==> src/rtl/pred_pkg.sv <==
package pred_pkg;

    localparam int REG_AW = 5;

    typedef logic [REG_AW-1:0] reg_idx_t;

    typedef struct packed {
        logic     valid;
        reg_idx_t key;
        reg_idx_t src;
        logic     inv;
        logic     zero;
    } pred_entry_t;

    typedef struct packed {
        logic     hit;
        reg_idx_t src;
        logic     inv;
        logic     zero;
    } pred_hit_t;

    function automatic pred_hit_t entry_to_hit(pred_entry_t e);
        pred_hit_t h;
        h.hit  = 1'b1;
        h.src  = e.src;
        h.inv  = e.inv;
        h.zero = e.zero;
        return h;
    endfunction

endpackage

==> src/rtl/pred_table.sv <==
module pred_table
    import pred_pkg::*;
#(
    parameter int ENTRIES = 16,
    localparam int IDXW = $clog2(ENTRIES)
) (
    input  logic        clk,
    input  logic        rst,
    input  logic        wr_en,
    input  logic [IDXW-1:0] wr_idx,
    input  pred_entry_t wr_entry,
    input  reg_idx_t    lk_key,
    output pred_hit_t   lk_hit
);

    pred_entry_t slots [ENTRIES];

    for (genvar g = 0; g < ENTRIES; g++) begin : g_slot
        always_ff @(posedge clk) begin
            if (rst) begin
                slots[g] <= '0;
            end else if (wr_en && wr_idx == IDXW'(g)) begin
                slots[g] <= wr_entry;
            end
        end
    end

    // ascending scan: a later (higher) index overrides earlier matches
    always_comb begin
        lk_hit = '0;
        for (int i = 0; i < ENTRIES; i++) begin
            if (slots[i].valid && slots[i].key == lk_key) begin
                lk_hit = entry_to_hit(slots[i]);
            end
        end
    end

endmodule

==> src/rtl/pred_source.sv <==
module pred_source
    import pred_pkg::*;
#(
    parameter int XLEN = 64
) (
    input  pred_hit_t       hit,
    input  logic [XLEN-1:0] rf_rdata,
    output reg_idx_t        rf_raddr,
    output logic [XLEN-1:0] bits
);

    logic [XLEN-1:0] fetched;

    always_comb begin
        rf_raddr = hit.hit ? hit.src : '0;
        fetched  = (hit.src == '0) ? '0 : rf_rdata;
        if (!hit.hit) begin
            bits = '1;
        end else if (hit.inv) begin
            bits = ~fetched;
        end else begin
            bits = fetched;
        end
    end

endmodule

==> src/rtl/pred_limit.sv <==
module pred_limit #(
    parameter int XLEN = 64,
    localparam int VLW = $clog2(XLEN + 1)
) (
    input  logic [XLEN-1:0] bits_in,
    input  logic [VLW-1:0]  vl,
    output logic [XLEN-1:0] bits_out
);

    for (genvar b = 0; b < XLEN; b++) begin : g_lane
        assign bits_out[b] = bits_in[b] & (vl > VLW'(b));
    end

endmodule

==> src/rtl/pred_redirect_unit.sv <==
module pred_redirect_unit
    import pred_pkg::*;
#(
    parameter int XLEN    = 64,
    parameter int ENTRIES = 16,
    localparam int VLW  = $clog2(XLEN + 1),
    localparam int IDXW = $clog2(ENTRIES)
) (
    input  logic              clk,
    input  logic              rst,
    input  logic              tbl_we,
    input  logic [IDXW-1:0]   tbl_idx,
    input  logic              tbl_valid,
    input  logic [REG_AW-1:0] tbl_key,
    input  logic [REG_AW-1:0] tbl_src,
    input  logic              tbl_inv,
    input  logic              tbl_zero,
    input  logic              req_valid,
    input  logic [REG_AW-1:0] req_reg,
    input  logic [VLW-1:0]    req_vl,
    output logic [REG_AW-1:0] rf_raddr,
    input  logic [XLEN-1:0]   rf_rdata,
    output logic              out_valid,
    output logic [XLEN-1:0]   out_mask,
    output logic              out_zero
);

    pred_entry_t     wr_entry;
    pred_hit_t       hit;
    logic [XLEN-1:0] pred_bits;
    logic [XLEN-1:0] limited;

    always_comb begin
        wr_entry.valid = tbl_valid;
        wr_entry.key   = tbl_key;
        wr_entry.src   = tbl_src;
        wr_entry.inv   = tbl_inv;
        wr_entry.zero  = tbl_zero;
    end

    pred_table #(.ENTRIES(ENTRIES)) u_table (
        .clk      (clk),
        .rst      (rst),
        .wr_en    (tbl_we),
        .wr_idx   (tbl_idx),
        .wr_entry (wr_entry),
        .lk_key   (req_reg),
        .lk_hit   (hit)
    );

    pred_source #(.XLEN(XLEN)) u_source (
        .hit      (hit),
        .rf_rdata (rf_rdata),
        .rf_raddr (rf_raddr),
        .bits     (pred_bits)
    );

    pred_limit #(.XLEN(XLEN)) u_limit (
        .bits_in  (pred_bits),
        .vl       (req_vl),
        .bits_out (limited)
    );

    always_ff @(posedge clk) begin
        if (rst) begin
            out_valid <= 1'b0;
            out_mask  <= '0;
            out_zero  <= 1'b0;
        end else begin
            out_valid <= req_valid;
            if (req_valid) begin
                out_mask <= limited;
                out_zero <= hit.hit & hit.zero;
            end
        end
    end

endmodule

==> config.mk <==
export PLATFORM = sky130hd
export DESIGN_NAME = pred_redirect_unit
export DESIGN_NICKNAME = d
export VERILOG_FILES = /design/src/rtl/pred_pkg.sv /design/src/rtl/pred_table.sv /design/src/rtl/pred_source.sv /design/src/rtl/pred_limit.sv /design/src/rtl/pred_redirect_unit.sv
export SDC_FILE = /design/constraint.sdc
export NUM_CORES = 1
export LEC_CHECK = 0
export BUFFER_PORTS_ARGS = -buffer_cell sky130_fd_sc_hd__buf_2
export CORE_MARGIN = 2
export CORE_UTILIZATION = 50
export CTS_CLUSTER_DIAMETER = 200
export DETAILED_ROUTE_END_ITERATION = 6
export PLACE_DENSITY_LB_ADDON = 0.15
export SLEW_MARGIN = 20
export SYNTH_ARGS = -nofsm -noshare
export SYNTH_HDL_FRONTEND = slang
export SYNTH_HIERARCHICAL = 1
export SYNTH_SLANG_ARGS = --single-unit
==> constraint.sdc <==
create_clock -name clk -period 4.95 [get_ports clk]
set_clock_uncertainty 0.2 [all_clocks]
set_input_delay 0.99 -clock clk [delete_from_list [all_inputs] [get_ports clk]]
set_output_delay 0.99 -clock clk [all_outputs]
set_load 0.1 [all_outputs]
# Yosys cells after proc, flatten, opt, wreduce, memory -nomap -nowiden
# Memories as Yosys holds them, arrays and structs flattened.
# Index checks and enable logic that the tools add are counted.
[classes]
bitwise_logic = 82
n_reduce_logical = 34
eq_ne = 31
muxes = 86
n_lt_le_gt_ge = 64
[ops]
columns = ["operator", "n"]
rows = [
  ["$gt 7x6->1 const B", 32],
  ["$mux 13", 16],
  ["$mux 64", 3],
  ["$mux 8", 16],
  ["$gt 7x5->1 const B", 16],
  ["$eq 5x5->1", 16],
  ["$and 1x1->1", 65],
  ["$not 64->64", 1],
  ["$gt 7x4->1 const B", 8],
  ["$mux 1", 50],
  ["$eq 4x4->1 const B", 8],
  ["$logic_and 1x1->1", 32],
  ["$gt 7x3->1 const B", 4],
  ["$eq 4x3->1 const B", 4],
  ["$or 1x1->1", 16],
  ["$gt 7x1->1 const B", 2],
  ["$gt 7x2->1 const B", 2],
  ["$eq 4x2->1 const B", 2],
  ["$logic_not 5->1", 1],
  ["$mux 5", 1],
  ["$eq 4x1->1 const B", 1],
  ["$logic_not 4->1", 1],
]
[totals]
mem_count = 1
in_bits = 97
out_inout_bits = 71
reg_bits = 66
word_cells = 301
ramBits = 208
[mem_list]
columns = ["name", "depth", "width", "rd", "rd_ports_with_merged_regs", "wr", "line", "text"]
rows = [
  ["u_table.slots", 16, 13, 16, 0, 16, "pred_table.sv:16", "pred_entry_t slots [ENTRIES];"],
]

# Longest topological paths before layout
[depth]
depth_word = 24
ltp_mapped = 19
mapped_depth_nobuf = 14

# Modules after synthesis
# The synthesis kept the hierarchy.
[by_module_without_submodules]
columns = ["mod", "cells_each", "area_each_um2", "instances", "seq_area_each_um2"]
rows = [
  ["pred_table", 795, 9995.8, 1, 6246.0],
  ["pred_redirect_unit", 213, 2357.3, 1, 1321.3],
  ["pred_source", 175, 1480.2, 1, 0.0],
  ["pred_limit", 161, 993.5, 1, 0.0],
]

# Least setup slack after synthesis
# No wires, ideal clock.
[synth_path]
kind = "input -> output"
start = "in req_reg[0]"
end = "out rf_raddr[1]"
cell_stages = 11
t_required_ns = 3.760
slack_ns = -0.031
arrival_ns = 3.791
path_buffers = 2
path_cell_list = "buf_4 -> buf_6 -> xor2_1 -> nor4_2 -> nand3_2 -> nand2_1 -> o221ai_1 -> a31oi_1 -> a31oi_1 -> o21ai_0 -> and2_1"
[synth_rtl]
columns = ["item", "line", "text"]
rows = [
  ["start, declared", "pred_redirect_unit.sv:19", "input logic [REG_AW-1:0] req_reg,"],
  ["end, declared", "pred_redirect_unit.sv:21", "output logic [REG_AW-1:0] rf_raddr,"],
]

==> impl_metrics.json <==
{
  "status": "finished with violations",
  "violations": "design-rule violations",
  "dpl_cell_area_um2": 16400,
  "p_per_area_nw_per_um2": 389,
  "wirelength_mm": 42.1,
  "fp.dieArea_um2": 31000,
  "placedCellCount": 1877,
  "swShare_pct": 33.3,
  "grt_pass1_wl_mm": 64.3,
  "worst_r2r_startpoint": "u_table/slots[0][23]",
  "max-slew-margin-rel_pct": 42.1,
  "portBuffers": 167,
  "syn_inst": 1344,
  "row_count": 63,
  "hold_violations": 0,
  "fin_ws_ns": 0.103,
  "startpoint": "req_reg[4]",
  "clockBufferDepth": 3,
  "layout_commonest_cell": "and2_1",
  "internal-power_mw": 4.53,
  "firstDrtPassIters": 7,
  "setup_viol": 0,
  "cts_made_buffers": 30,
  "reg2reg_to": "out_mask[12]",
  "diodes": 0,
  "crit_type": "input pin to primary output",
  "r2r_cells": 16,
  "crit_chain": "buf_2 > buf_12 > xor2_1 > nor4_2 > buf_4 > and3_2 > buf_4 > a21oi_1 > a22o_1 > a31oi_2 > o21ai_1 > a221oi_2 > and2_1 > buf_12",
  "critPathMaxFanout": 9,
  "crit_slowest_cell": "nor4_2",
  "synth_edf_count": 208,
  "maxSlewViolCount": 0,
  "p_total_mw": 6.80,
  "gp_congestion": 0.880,
  "clock_tree.root_cell": "clkbuf_16",
  "wire_per_inst_um": 21.8,
  "cts.sinks": 274,
  "place_ws_ns": -0.126,
  "cp_data_required_time_ns": 3.76,
  "vdd_drop_max_mv": 0.323,
  "regToRegSetupSlack_ns": 0.88,
  "synth_area_um2": 14800,
  "clock.fmax_mhz": 206,
  "seqPwrFrac_pct": 40.2,
  "final_cells": 1933,
  "antenna_found_initial": 0,
  "grt_overflow_total": 0,
  "area_growth_pct": 17.9,
  "ys_types": 71,
  "synth-seq-cells": 274,
  "grt_pass1_vias": 11000,
  "tritoncts": "done",
  "dp_hpwl_mm": 29.4,
  "ys_seq_area_share_pct": 51.0,
  "drcViolationCount": 3,
  "synth_nets": 1441,
  "avgSynthCellArea_um2": 11.0,
  "layout-drive-gt1-share_pct": 22.5,
  "final_area_um2": 17500,
  "cpPeakStageDelay_ns": 0.32,
  "hp-class": "flip-flop to flip-flop",
  "nets": 1616,
  "clk_latency_ns": 0.55,
  "clkPwrFrac_pct": 32.2,
  "die_h_um": 176,
  "p_sw_mw": 2.27,
  "p_leak_nw": 7.01,
  "synth-async-reset-ratio_pct": 0,
  "grt_usage_pct": 26.9,
  "start_util_pct": 50.4,
  "ys.warnings.count": 6,
  "maxCapViolCount": 0,
  "fin_crit_ns": 4.85,
  "detail_route.vias_per_cell": 5.83,
  "die_x_um": 176,
  "arrival_ns": 3.66,
  "finalCritPeriodShare_pct": 97.9,
  "cts.clk_slew.worst_paths_ns": 0.06,
  "ant_nets": 0,
  "htree_levels": 1,
  "hp-start": "out_zero",
  "mostFrequentLayoutCells": "and2_1, edfxtp_1, buf_2",
  "coreArea_um2": 29400,
  "grt_max_degree": 68,
  "post_cts_buffers": 0,
  "combPwrFrac_pct": 27.6,
  "yosys_most_used_dff": "edfxtp_1",
  "cp-start-kind": "input pin",
  "end_kind": "primary output",
  "rsz0062_at_grt": "no",
  "worst_slew_pin_slew_ns": 0.868,
  "hold_path_end": "out_zero",
  "vias": 11300,
  "drtIter0Drc": 946,
  "holdPathStages": 2,
  "io_pins": 168
}
==> Yosys cell counts (all sizes together), types with 22 or more instances <==
cell type    n  share of area (%)
and2       231                9.7
edfxtp     208                 42
mux2i      127                8.6
nor2       109                2.8
clkbuf      73                1.8
dfxtp       66                8.9
a311oi      64                3.8
xor2        54                3.2
buf         48                2.8
nand2       36               0.91
a21oi       32                1.1
nand3       28               0.98
xnor2       27                1.6
nor3        22               0.84
o21ai       22               0.74
==> cells by family after synthesis <==
logic type                Yosys count  synth area share (%)
AOI/OAI and AO/OA                 227                  11.7
and+or+nand+nor                   506                  19.1
buffers and inverters             129                  4.80
xor gates and xnor gates           81                  4.78
muxes                             127                  8.57
DFF                               274                  51.0
==> power by group through the flow <==
| stage | registers [mW] | clock network (mW) | logic, mW |
|---|---|---|---|
| 3_3_place_gp | 2.78 | 0 | 1.83 |
| 5_1_grt | 2.75 | 2.32 | 1.99 |
| 2_1_floorplan | 3.33 | 0 | 0.809 |
| 4_1_cts | 2.74 | 2.23 | 1.86 |
| 6_report | 2.74 | 2.19 | 1.87 |
| 3_5_place_dp | 2.78 | 0 | 1.85 |
==> metrics by stage <==
step	hold slack (ns)	TNS (ns)	utilization [%]
after floorplan	0.499	0	-
after global placement	0.260	-0.0268	55.7
final	0.284	0	59.4
after CTS	0.283	0	59.1
after global routing	0.306	0	59.4
after detailed placement	0.273	-3.65	55.8
==> registers in the layout (all words and copies together), names as in the netlist <==
name and flops:
out_zero 1, out_mask 64, u_table/slots 208, out_valid 1
==> area by class of cell <==
| cell class | instances | area (um2) |
|---|---|---|
| clock inverter | 16 | 143 |
| multi-input combinational | 941 | 6680 |
| tap | 390 | 488 |
| timing repair buffer | 264 | 1750 |
| inverter | 8 | 30.0 |
| clock buffer | 40 | 820 |
| sequential | 274 | 7570 |
| fill | 2488 | 11900 |
==> worst max-delay path, delay by kind of cell <==
kind | cells | cell delay, ns
compound gates | 5 | 0.92
xor+xnor | 1 | 0.16
buf+inv | 5 | 0.83
simple gates | 3 | 0.74
==> how the worst max path moves through the flow <==
stage                         to  slack (ns)  depth (start not counted)
floorplan            rf_raddr[0]        0.12                         11
global placement     rf_raddr[3]       -0.02                         12
detailed placement  out_mask[43]       -0.13                         21
CTS                  rf_raddr[2]       0.001                         14
global route         rf_raddr[2]      0.0008                         12
finish               rf_raddr[2]        0.10                         14
==> layer usage <==
layer  up-vias  global-route usage (%)  share of wire [%]
met1      5496                    36.3                 42
li1       5249                       -                  -
met4         0                    7.78                2.4
met3        79                    3.42                6.4
met5         -                       0                  0
met2       444                    45.6                 49
==> what timing repair did <==
item / 4_1_cts / 5_1_grt
pin swaps: 0 / 4
resized for setup: 3 / 10
setup endpoints to repair: 2 / 4
hold buffers: 0 / 0
Note: power is estimated with default switching activity, not from simulation.
